**config.mk**
```make
export PLATFORM = sky130hd
export DESIGN_NAME = psram_wr_slave
export DESIGN_NICKNAME = d
export VERILOG_FILES = /design/src/rtl/psram_wr_pkg.sv /design/src/rtl/psram_wr_seq.sv /design/src/rtl/psram_wr_regfile.sv /design/src/rtl/psram_wr_slave.sv
export SDC_FILE = /design/constraint.sdc
export NUM_CORES = 1
export LEC_CHECK = 0
export BUFFER_PORTS_ARGS = -buffer_cell sky130_fd_sc_hd__buf_2
export CORE_MARGIN = 3
export CORE_UTILIZATION = 35
export DETAILED_ROUTE_END_ITERATION = 10
export GPL_TIMING_DRIVEN = 0
export SYNTH_ARGS = -nofsm -noshare
export SYNTH_HDL_FRONTEND = slang
export SYNTH_SLANG_ARGS = --single-unit
```
**constraint.sdc**
```tcl
create_clock -name clk -period 2.1 [get_ports clk]
set_input_delay 0.315 -clock clk [delete_from_list [all_inputs] [get_ports clk]]
set_output_delay 0.315 -clock clk [all_outputs]
set_load 0.02 [all_outputs]
```
**src/rtl/psram_wr_pkg.sv**
```systemverilog
package psram_wr_pkg;
  typedef enum logic [1:0] {
    ST_IDLE = 2'd0,
    ST_LAT  = 2'd1,
    ST_BEAT = 2'd2
  } seq_state_t;
endpackage

```
**src/rtl/psram_wr_seq.sv**
```systemverilog
module psram_wr_seq
  import psram_wr_pkg::*;
#(
  parameter int ADDR_W  = 8,
  parameter int IDX_W   = 4,
  parameter int LATENCY = 2
) (
  input  logic              clk,
  input  logic              rst_n,
  input  logic              ce_n,
  input  logic              adv_n,
  input  logic [ADDR_W-1:0] addr,
  output logic              take_lo,
  output logic              commit,
  output logic              odd_abort,
  output logic [IDX_W-1:0]  idx
);
  localparam int LAT_W = (LATENCY > 1) ? $clog2(LATENCY) : 1;
  localparam logic [LAT_W-1:0] LAT_LOAD = LAT_W'(LATENCY - 1);

  seq_state_t       state_q, state_d;
  logic [LAT_W-1:0] cnt_q, cnt_d;
  logic [IDX_W-1:0] idx_q, idx_d;
  logic             half_q, half_d;

  always_comb begin
    state_d   = state_q;
    cnt_d     = cnt_q;
    idx_d     = idx_q;
    half_d    = half_q;
    take_lo   = 1'b0;
    commit    = 1'b0;
    odd_abort = 1'b0;
    unique case (state_q)
      ST_IDLE: begin
        if (!ce_n && !adv_n) begin
          idx_d   = addr[IDX_W:1];
          cnt_d   = LAT_LOAD;
          half_d  = 1'b0;
          state_d = ST_LAT;
        end
      end
      ST_LAT: begin
        if (ce_n) begin
          state_d = ST_IDLE;
        end else if (cnt_q == '0) begin
          take_lo = 1'b1;
          half_d  = 1'b1;
          state_d = ST_BEAT;
        end else begin
          cnt_d = cnt_q - 1'b1;
        end
      end
      ST_BEAT: begin
        if (ce_n) begin
          odd_abort = half_q;
          half_d    = 1'b0;
          state_d   = ST_IDLE;
        end else if (half_q) begin
          commit = 1'b1;
          idx_d  = idx_q + 1'b1;
          half_d = 1'b0;
        end else begin
          take_lo = 1'b1;
          half_d  = 1'b1;
        end
      end
      default: state_d = ST_IDLE;
    endcase
  end

  always_ff @(posedge clk or negedge rst_n) begin
    if (!rst_n) begin
      state_q <= ST_IDLE;
      cnt_q   <= '0;
      idx_q   <= '0;
      half_q  <= 1'b0;
    end else begin
      state_q <= state_d;
      cnt_q   <= cnt_d;
      idx_q   <= idx_d;
      half_q  <= half_d;
    end
  end

  assign idx = idx_q;

  assert_idx_step_R4: assert property (@(posedge clk) disable iff (!rst_n)
    commit |=> idx_q == IDX_W'($past(idx_q) + 1'b1));
endmodule

```
**src/rtl/psram_wr_regfile.sv**
```systemverilog
module psram_wr_regfile #(
  parameter int DEPTH  = 16,
  parameter int WORD_W = 32,
  parameter int HALF_W = 16,
  parameter int IDX_W  = 4
) (
  input  logic              clk,
  input  logic              rst_n,
  input  logic              take_lo,
  input  logic              commit,
  input  logic [IDX_W-1:0]  wr_sel,
  input  logic [HALF_W-1:0] data_in,
  input  logic [IDX_W-1:0]  rd_idx,
  output logic [WORD_W-1:0] rd_data
);
  logic [HALF_W-1:0] lo_q;
  logic [WORD_W-1:0] word;
  logic [WORD_W-1:0] mem_q [DEPTH];
  logic [DEPTH-1:0]  we_vec;

  always_ff @(posedge clk or negedge rst_n) begin
    if (!rst_n)       lo_q <= '0;
    else if (take_lo) lo_q <= data_in;
  end

  assign word = {data_in, lo_q};

  for (genvar g = 0; g < DEPTH; g++) begin : g_entry
    assign we_vec[g] = commit && (wr_sel == IDX_W'(g));
    always_ff @(posedge clk or negedge rst_n) begin
      if (!rst_n)         mem_q[g] <= '0;
      else if (we_vec[g]) mem_q[g] <= word;
    end
  end

  assign rd_data = mem_q[rd_idx];

  assert_single_entry_R4: assert property (@(posedge clk) disable iff (!rst_n)
    $onehot0(we_vec));
endmodule

```
**src/rtl/psram_wr_slave.sv**
```systemverilog
module psram_wr_slave #(
  parameter int ADDR_W  = 8,
  parameter int DEPTH   = 16,
  parameter int LATENCY = 2,
  parameter int ERR_W   = 8
) (
  input  logic                     clk,
  input  logic                     rst_n,
  input  logic                     ce_n,
  input  logic                     adv_n,
  input  logic [ADDR_W-1:0]        addr,
  input  logic [15:0]              data_in,
  input  logic [$clog2(DEPTH)-1:0] rd_idx,
  output logic [31:0]              rd_data,
  output logic                     wr_done,
  output logic [$clog2(DEPTH)-1:0] wr_idx,
  output logic [ERR_W-1:0]         err_count
);
  localparam int IDX_W = $clog2(DEPTH);

  logic             take_lo, commit, odd_abort;
  logic [IDX_W-1:0] idx;
  logic             done_q;
  logic [IDX_W-1:0] done_idx_q;
  logic [ERR_W-1:0] err_q;

  psram_wr_seq #(.ADDR_W(ADDR_W), .IDX_W(IDX_W), .LATENCY(LATENCY)) u_seq (
    .clk(clk), .rst_n(rst_n), .ce_n(ce_n), .adv_n(adv_n), .addr(addr),
    .take_lo(take_lo), .commit(commit), .odd_abort(odd_abort), .idx(idx)
  );

  psram_wr_regfile #(.DEPTH(DEPTH), .WORD_W(32), .HALF_W(16), .IDX_W(IDX_W)) u_rf (
    .clk(clk), .rst_n(rst_n), .take_lo(take_lo), .commit(commit),
    .wr_sel(idx), .data_in(data_in), .rd_idx(rd_idx), .rd_data(rd_data)
  );

  always_ff @(posedge clk or negedge rst_n) begin
    if (!rst_n) begin
      done_q     <= 1'b0;
      done_idx_q <= '0;
      err_q      <= '0;
    end else begin
      done_q <= commit;
      if (commit)    done_idx_q <= idx;
      if (odd_abort) err_q      <= err_q + 1'b1;
    end
  end

  assign wr_done   = done_q;
  assign wr_idx    = done_idx_q;
  assign err_count = err_q;

  assert_done_pulse_R5: assert property (@(posedge clk) disable iff (!rst_n)
    wr_done |=> !wr_done);

  assert_err_step_R6: assert property (@(posedge clk) disable iff (!rst_n)
    (err_count != $past(err_count)) |-> (err_count == ERR_W'($past(err_count) + 1'b1)));

  assert_no_write_ce_high_R7: assert property (@(posedge clk) disable iff (!rst_n)
    ce_n |-> !commit);
endmodule

```
==> results of run 1 <==
worst max-delay path: cells and delay by family:
| family | cells | cell delay, ps |
|---|---|---|
| muxes | 1 | 380 |
| and+or+nand+nor | 1 | 120 |
| buffers and inverters | 3 | 950 |
| AOI/OAI and AO/OA | 1 | 240 |
power groups by stage:
stage / Clock (mW) / Sequential, mW / Combinational [mW]
global placement: 0 / 12.1 / 2.95
global route: 11.7 / 12.0 / 3.76
CTS: 11.2 / 11.9 / 3.30
finish: 11.0 / 11.9 / 3.46
detailed placement: 0 / 12.1 / 3.07
floorplan: 0 / 11.9 / 1.92
layout make-up:
class	instances	area (sq um)
fillers	6153	39100
flip-flops and latches	549	13700
multi-input cells	860	10800
clock buffers	89	1790
repair buffers	124	1180
well taps	931	1160
plain buffers	127	988
clock inverters	20	273
inverters	6	22.5
diodes	3	7.51
synth_stat cells, types with 2 or more instances:
cell type / instances
nor2_1: 17
a221oi_1: 2
nor3_1: 3
mux2_2: 396
mux4_2: 128
buf_2: 56
nor2b_1: 2
and3_1: 2
a22oi_1: 64
clkbuf_1: 48
nor2_4: 3
nand2b_1: 3
inv_1: 6
or2_2: 2
mux2_1: 137
buf_1: 19
xnor2_1: 3
o31ai_1: 3
o21bai_1: 2
mux2i_1: 5
buf_4: 3
a21oi_1: 3
buf_6: 6
dfrtp_1: 549
ha_1: 10
nand4bb_1: 2
xor2_1: 4
o21ai_0: 8
nand4b_1: 2
nand4_1: 5
nand2_1: 41
flip-flops by register name, indices dropped and copies added, names as in the netlist:
| signal | cells |
|---|---|
| err_count | 8 |
| u_rf.lo_q | 16 |
| u_rf.mem_q | 512 |
| u_seq.cnt_q | 1 |
| u_seq.half_q | 1 |
| u_seq.idx | 4 |
| u_seq.state_q | 2 |
| wr_done | 1 |
| wr_idx | 4 |
repair_timing:
| item | 4_1_cts | 5_1_grt |
|---|---|---|
| gates cloned | 1 | 2 |
| buffers inserted | 21 | 24 |
| endpoints found under the hold margin | 65 | 64 |
| resized for setup | 239 | 90 |
| pin swaps | 69 | 27 |
| endpoints found under the setup margin | 544 | 453 |
per-layer routing:
metal  part of all wire, %  vias up
met5                     0        -
li1                      -     6135
met2                    49      339
met3                   5.0       99
met1                    44     7905
met4                   2.1        0
per-stage QoR:
stage / util [%] / setup WS, ps / instances / cell area (sq um) / hold WS (ps)
2_1_floorplan: - / 68.2 / 1547 / 24600 / 19.4
3_3_place_gp: 37.8 / -10180 / 2548 / 26100 / 454
3_5_place_dp: 38.0 / -994 / 2553 / 26300 / 318
4_1_cts: 42.4 / -258 / 2680 / 29300 / -346
5_1_grt: 43.3 / -292 / 2706 / 29900 / -329
6_report: 43.3 / -234 / 2709 / 29900 / -338
how the worst max path moves through the flow:
| stage | endpoint | slack, ps | cells after the start |
|---|---|---|---|
| final | rd_data[30] | -230 | 6 |
| after global routing | rd_data[29] | -290 | 4 |
| after CTS | rd_data[7] | -260 | 4 |
| after detailed placement | rd_data[12] | -990 | 6 |
| after global placement | u_rf.mem_q[104] | -10180 | 1 |
| after floorplan | rd_data[11] | 70 | 5 |
cells by family after synthesis:
logic type	Yosys count	share of synthesized area [%]
mux	666	36.3
flops	549	55.8
buf+inv	138	2.62
compound gates	89	2.65
simple gates	88	1.83
fa+ha+maj	10	0.509
xor+xnor	7	0.249
==> impl_metrics.json, run 1 <==
{
  "synth_fp_nets": 1589,
  "yosys.area.top_type": "dfrtp_1",
  "skew_ps": 28.3,
  "grt-busiest-layer": "met2",
  "slew_headroom_pct": 57.4,
  "ant_nets": 0,
  "numCtsBuffers": 59,
  "max-vdd-ir-drop_v": 0.000684,
  "worst_setup_path_end_kind": "output port",
  "pwr_density_cell_nw_per_um2": 881,
  "min_period_over_period_pct": 111,
  "cts_tree": "built",
  "crit_type": "input port to output port",
  "p_leak_nw": 14.3,
  "final_common_cell": "dfrtp_1",
  "setup_viol_count_final": 45,
  "h-tree-depth": 2,
  "io_pins": 77,
  "slowest_delay_ps": 540,
  "syn_inst": 1547,
  "antenna_found_initial": 5,
  "wl_um": 67500,
  "p_int_mw": 19.3,
  "core_sq_um": 69100,
  "status": "finished with violations",
  "dpl.hpwl_um": 43300,
  "ys_types": 44,
  "drt_iter0_drc": 956,
  "critPathSlowestCell": "clkdlybuf4s15_2",
  "grt_pass1_wl_um": 101000,
  "overflow": 0,
  "clk_pin_slew_ps": 60,
  "clk_latency_ps": 630,
  "synth-async-reset-ratio_pct": 100,
  "clockBufferDepth": 3,
  "drive_above_1_share_pct": 52.7,
  "rows": 96,
  "synth_edf_count": 0,
  "grt_pass1_vias": 15600,
  "die_h_um": 271,
  "tns_ps": -5700,
  "cp_max_fo": 10,
  "cts_hold_buf": 1,
  "vias": 14500,
  "drv_slew": 0,
  "met2_usage_pct": 29.7,
  "syn_area_sq_um": 24600,
  "pwr-share-seq_pct": 45.3,
  "grt_use_total_pct": 18.2,
  "grtUsageMet1_pct": 25.2,
  "synth.top_cells.by_area": "dfrtp_1 (56%), mux2_2 (18%), mux4_2 (12%), mux2_1 (6.3%), a22oi_1 (2.0%)",
  "worst_slew_pin_slew_ps": 640,
  "vias_per_cell": 5.34,
  "hp-class": "input port to async pin",
  "dieArea_sq_um": 73500,
  "synthFlopType": "dfrtp_1",
  "ys_ff_latch": 549,
  "finalHoldViolations": 64,
  "avgSynthCellArea_sq_um": 15.9,
  "timing.rr.end": "u_rf.mem_q[178]",
  "grt_max_degree": 119,
  "synth_seq_area_share_pct": 55.8,
  "area_growth_syn_to_layout_pct": 21.6,
  "routabilityCongestion": 0.793,
  "drc": 0,
  "fin_crit_ps": 2330,
  "avgRoutedWirePerCell_um": 24.9,
  "rsz0062_at_grt": "true",
  "path_cells": "clkbuf_2 > clkdlybuf4s15_2 > mux4_2 > a22oi_2 > nand2_2 > buf_6",
  "comb_power_share_pct": 13.1,
  "rr_startpoint": "u_seq.state_q[0]",
  "rrSetupSlack_ps": -40,
  "cp.arrival_ps": 2020,
  "yosysTopAreaCellShare_pct": 55.8,
  "layout.nets": 1769,
  "critPathLaunch": "rd_idx[1]",
  "violations": "negative hold slack, negative setup slack",
  "start_util_pct": 35.6,
  "die_w_um": 271,
  "sw_frac_of_total_pct": 26.8,
  "first_pass_iters": 4,
  "io_buffers": 70,
  "worst_hold_slack_ps": -338,
  "yosysWarnings": 0,
  "max_freq_mhz": 429,
  "p_sw_mw": 7.07,
  "critPathLaunchType": "input port",
  "post-route-worst-setup-slack_ps": -234,
  "crit_required_ps": 1780,
  "rr_worst_depth": 8,
  "clock-sinks": 549,
  "met3_usage_pct": 3.26,
  "finalPower_mw": 26.4,
  "final_cell_mix": "dfrtp_1 (546), mux2_2 (376), mux2_1 (136)",
  "clockPowerShare_pct": 41.6,
  "root_buffer": "clkbuf_16",
  "max_cap_violations": 0
}
Note: power is estimated with default switching activity, not from simulation.
==> run 2, diff against run 1 <==
==> constraint.sdc (replaced) <==
create_clock -name clk -period 2.1 [get_ports clk]
set_input_delay 0.315 -clock clk [delete_from_list [all_inputs] [get_ports clk]]
set_output_delay 0.315 -clock clk [all_outputs]
set_load 0.01 [all_outputs]
==> impl_metrics.json, run 2 (synthesis gave the netlist of run 1 again) <==
{
  "status": "finished with violations",
  "violations": "negative hold slack, negative setup slack",
  "io_pins": 77,
  "crit_required_ps": 1780,
  "worst_slew_pin_slew_ps": 710,
  "rows": 96,
  "rsz0062_at_grt": "true",
  "vias_per_cell": 5.37,
  "critPathSlowestCell": "clkdlybuf4s18_2",
  "grt_max_degree": 119,
  "clk_latency_ps": 630,
  "grt-busiest-layer": "met2",
  "min_period_over_period_pct": 110,
  "worst_setup_path_end_kind": "output port",
  "skew_ps": 28.7,
  "cts_tree": "built",
  "clockBufferDepth": 3,
  "path_cells": "clkbuf_2 > clkdlybuf4s18_2 > mux4_2 > a22oi_2 > nand2_1 > buf_2",
  "drv_slew": 0,
  "met2_usage_pct": 29.7,
  "layout.nets": 1769,
  "start_util_pct": 35.6,
  "setup_viol_count_final": 46,
  "root_buffer": "clkbuf_16",
  "core_sq_um": 69100,
  "worst_hold_slack_ps": -341,
  "drc": 0,
  "final_common_cell": "dfrtp_1",
  "finalHoldViolations": 64,
  "h-tree-depth": 2,
  "cp_max_fo": 10,
  "p_leak_nw": 14.4,
  "ant_nets": 0,
  "cts_hold_buf": 1,
  "clock-sinks": 549,
  "nFillCells": 6154,
  "dieArea_sq_um": 73500,
  "vias": 14600,
  "pwr_density_cell_nw_per_um2": 882,
  "wl_um": 67400,
  "finalPower_mw": 26.3,
  "cp.arrival_ps": 1990,
  "die_h_um": 271,
  "largest_reg_flops": 512,
  "grt_pass1_wl_um": 101000,
  "final_cell_mix": "dfrtp_1 (546), mux2_2 (376), mux2_1 (136)",
  "die_w_um": 271,
  "clk_pin_slew_ps": 60,
  "post-route-worst-setup-slack_ps": -207,
  "slew_headroom_pct": 52.5,
  "grt_use_total_pct": 18.2,
  "antenna_found_initial": 5,
  "area_growth_syn_to_layout_pct": 21.2,
  "drive_above_1_share_pct": 52.2,
  "dp_slack_ps": -976,
  "first_pass_iters": 5,
  "max-vdd-ir-drop_v": 0.000684,
  "grt_pass1_vias": 15600,
  "dp_cells": 2553,
  "slowest_delay_ps": 520,
  "routabilityCongestion": 0.793,
  "max_cap_violations": 0,
  "numCtsBuffers": 59,
  "final_cells": 2709,
  "overflow": 0,
  "dpl.hpwl_um": 43300,
  "critPathLaunchType": "input port",
  "io_buffers": 70,
  "avgRoutedWirePerCell_um": 24.9,
  "drt_iter0_drc": 961,
  "largest-register": "u_rf.mem_q",
  "fin_crit_ps": 2310,
  "met3_usage_pct": 3.29,
  "rr_worst_depth": 8,
  "grtUsageMet1_pct": 25.3,
  "max_freq_mhz": 433,
  "hp-class": "input port to async pin",
  "crit_type": "input port to output port"
}
==> run 2: cell count changes in the layout (fill, tap and decap cells not counted), sizes merged <==
cell / before / now
clkbuf: 137 / 135
buf: 201 / 203
clkdlybuf4s18: 0 / 1
clkdlybuf4s15: 1 / 0
==> run 2: report_power, final <==
part | internal (mW) | switching, mW | total, mW
registers | 11.2 | 0.694 | 11.9
clock network | 6.59 | 4.37 | 11.0
logic | 1.43 | 1.96 | 3.39
==> run 2: path summary, 6_finish.rpt <==
kind                       slack, ps              end             start
max                             -210      rd_data[30]         rd_idx[1]
min                             -340  u_rf.mem_q[153]             rst_n
max reg2reg                      -40  u_rf.mem_q[178]  u_seq.state_q[0]
min reg2reg                      470     err_count[7]      err_count[7]
max in group asynchronous        640    u_rf.lo_q[10]             rst_n
min in group clk                  30     u_seq.idx[2]           addr[3]
==> run 2: layer usage <==
layer,up-vias,wire length (um)
met1,7948,30000
met2,341,32800
met5,-,0
met4,0,1420
li1,6161,-
met3,100,3200
==> run 2: critical path: cells and delay by family <==
| family | cells | cell delay (ps) |
|---|---|---|
| buffers and inverters | 3 | 930 |
| muxes | 1 | 380 |
| AOI/OAI and AO/OA | 1 | 220 |
| and+or+nand+nor | 1 | 130 |
==> run 2: area by class of cell <==
class                      count  area [sq um]  area share [%]
timing repair buffer         123          1070            3.58
buffer                       128          1020            3.42
clock inverter                20           273           0.915
inverter                       6          22.5          0.0755
tap                          931          1160            3.91
multi-input combinational    860         10700            36.0
antenna                        3          7.51          0.0252
clock buffer                  89          1790            6.00
sequential                   549         13700            46.1
==> run 2: repair_timing <==
item	4_1_cts	5_1_grt
pin swaps	55	29
cloned	1	2
setup endpoints to repair	544	463
hold endpoints to repair	65	64
gates resized for setup	181	103
buffers inserted	20	24
==> run 2: stage by stage <==
step / hold WS [ps] / setup TNS (ps) / utilization [%] / instance area, sq um
2_1_floorplan: 19.4 / 0 / - / 24600
3_3_place_gp: 454 / -5747240 / 37.8 / 26100
3_5_place_dp: 318 / -235230 / 38.0 / 26300
4_1_cts: -346 / -6460 / 42.2 / 29100
5_1_grt: -329 / -8680 / 43.2 / 29800
6_report: -341 / -5290 / 43.2 / 29800
==> run 3, diff against run 2 <==
--- a/config.mk
+++ b/config.mk
@@ -6,6 +6,7 @@
 export NUM_CORES = 1
 export LEC_CHECK = 0
 export BUFFER_PORTS_ARGS = -buffer_cell sky130_fd_sc_hd__buf_2
+export CORE_ASPECT_RATIO = 1.1
 export CORE_MARGIN = 3
 export CORE_UTILIZATION = 35
 export DETAILED_ROUTE_END_ITERATION = 10
==> impl_metrics.json, run 3 (synthesis gave the netlist of run 1 again) <==
{
  "drt_iter0_drc": 740,
  "root_buffer": "clkbuf_16",
  "start_util_pct": 35.5,
  "rows": 101,
  "dp_cells": 2548,
  "grt_max_degree": 127,
  "dpl_cell_area_sq_um": 26200,
  "clockBufferDepth": 3,
  "worst_slew_pin_slew_ps": 689,
  "routabilityCongestion": 0.806,
  "slew_headroom_pct": 54.1,
  "p_leak_nw": 14.3,
  "grt_pass1_vias": 15800,
  "avgRoutedWirePerCell_um": 24.8,
  "die_h_um": 284,
  "layout.nets": 1760,
  "critPathSlowestCell": "mux4_2",
  "grt_use_total_pct": 18.1,
  "ant_nets": 0,
  "vias": 14300,
  "dpl.hpwl_um": 43300,
  "grt_pass1_wl_um": 101000,
  "crit_required_ps": 1780,
  "nFillCells": 6136,
  "h-tree-depth": 2,
  "max_freq_mhz": 429,
  "final_cell_mix": "dfrtp_1 (547), mux2_2 (396), mux4_2 (128)",
  "hp-class": "input port to flip-flop",
  "vias_per_cell": 5.34,
  "wl_um": 66700,
  "overflow": 0,
  "worst_setup_path_end_kind": "output port",
  "numCtsBuffers": 55,
  "skew_ps": 28.2,
  "path_cells": "clkbuf_2 > buf_4 > mux4_2 > a22oi_2 > nand2_1 > buf_2",
  "io_buffers": 70,
  "setup_viol_count_final": 32,
  "largest-register": "u_rf.mem_q",
  "status": "finished with violations",
  "io_pins": 77,
  "drc": 0,
  "finalPower_mw": 25.9,
  "max_cap_violations": 0,
  "final_common_cell": "dfrtp_1",
  "die_w_um": 259,
  "final_cells": 2687,
  "drive_above_1_share_pct": 52.6,
  "fin_crit_ps": 2330,
  "cts_tree": "built",
  "critPathLaunchType": "input port",
  "core_sq_um": 69400,
  "antenna_found_initial": 5,
  "max-vdd-ir-drop_v": 0.000751,
  "crit_type": "input port to output port",
  "first_pass_iters": 4,
  "final_util_pct": 42.6,
  "rsz0062_at_grt": "true",
  "clk_pin_slew_ps": 60,
  "post-route-worst-setup-slack_ps": -233,
  "dieArea_sq_um": 73500,
  "cp_max_fo": 10,
  "min_period_over_period_pct": 111,
  "drv_slew": 0,
  "clock-sinks": 549,
  "worst_hold_slack_ps": 45.7,
  "cp.arrival_ps": 2020,
  "slowest_delay_ps": 560,
  "pwr_density_cell_nw_per_um2": 875,
  "design_area_sq_um": 29600,
  "violations": "negative setup slack",
  "clk_latency_ps": 610,
  "finalHoldViolations": 0,
  "area_growth_syn_to_layout_pct": 20.1,
  "largest_reg_flops": 512
}
-- run 3: cell count changes in the layout (fill, tap and decap cells not counted), sizes merged --
cell	delta
dlygate4sd3	+1
diode	-1
clkdlybuf4s18	-1
buf	-7
bufinv	+2
clkbuf	-10
clkinvlp	-2
clkinv	+1
inv	-1
-- run 3: where the power goes --
group          switching (mW)  total, mW  internal (mW)
Sequential              0.698       11.9           11.2
Combinational            1.94       3.38           1.44
Clock                    4.20       10.6           6.36
-- run 3: cell type report --
cell class | instances | area [sq um] | area share (%)
Inverter | 6 | 22.5 | 0.0762
Sequential cell | 549 | 13700 | 46.5
Multi-Input combinational cell | 860 | 10700 | 36.2
Buffer | 128 | 957 | 3.24
Antenna cell | 2 | 5.00 | 0.0169
Tap cell | 927 | 1160 | 3.92
Clock inverter | 20 | 303 | 1.02
Timing Repair Buffer | 118 | 1030 | 3.50
Clock buffer | 77 | 1630 | 5.52
-- run 3: timing repair --
item,4_1_cts,5_1_grt
endpoints found under the setup margin,543,625
hold buffers,2,0
endpoints found under the hold margin,97,0
pin swaps,67,21
gates cloned,1,3
setup buffers,22,16
resized for setup,208,64
-- run 3: stage by stage --
step / TNS (ps) / worst slack (ps)
2_1_floorplan: 0 / 116
3_3_place_gp: -5723380 / -10140
3_5_place_dp: -220970 / -1030
4_1_cts: -6730 / -248
5_1_grt: -8070 / -296
6_report: -4910 / -233
-- run 3: final timing paths --
kind	from	to	slack (ps)	depth (start not counted)
max reg2reg	u_seq.state_q[0]	u_rf.mem_q[423]	20	7
max in group asynchronous	rst_n	u_rf.mem_q[234]	470	4
min in group asynchronous	rst_n	err_count[6]	270	2
min	addr[4]	u_seq.idx[3]	50	3
max	rd_idx[0]	rd_data[18]	-230	6
min reg2reg	err_count[7]	err_count[7]	470	1
-- run 3: routing by layer --
layer  track usage [%]  share of wire (%)
met1              23.4                 43
met2              30.5                 50
met5                 0              0.040
met4              6.61                3.5
met3              3.16                3.9
-- run 3: worst max-delay path, delay by kind of cell --
kind,cells,cell delay (ps)
buf+inv,3,740
compound gates,1,290
simple gates,1,110
mux,1,560
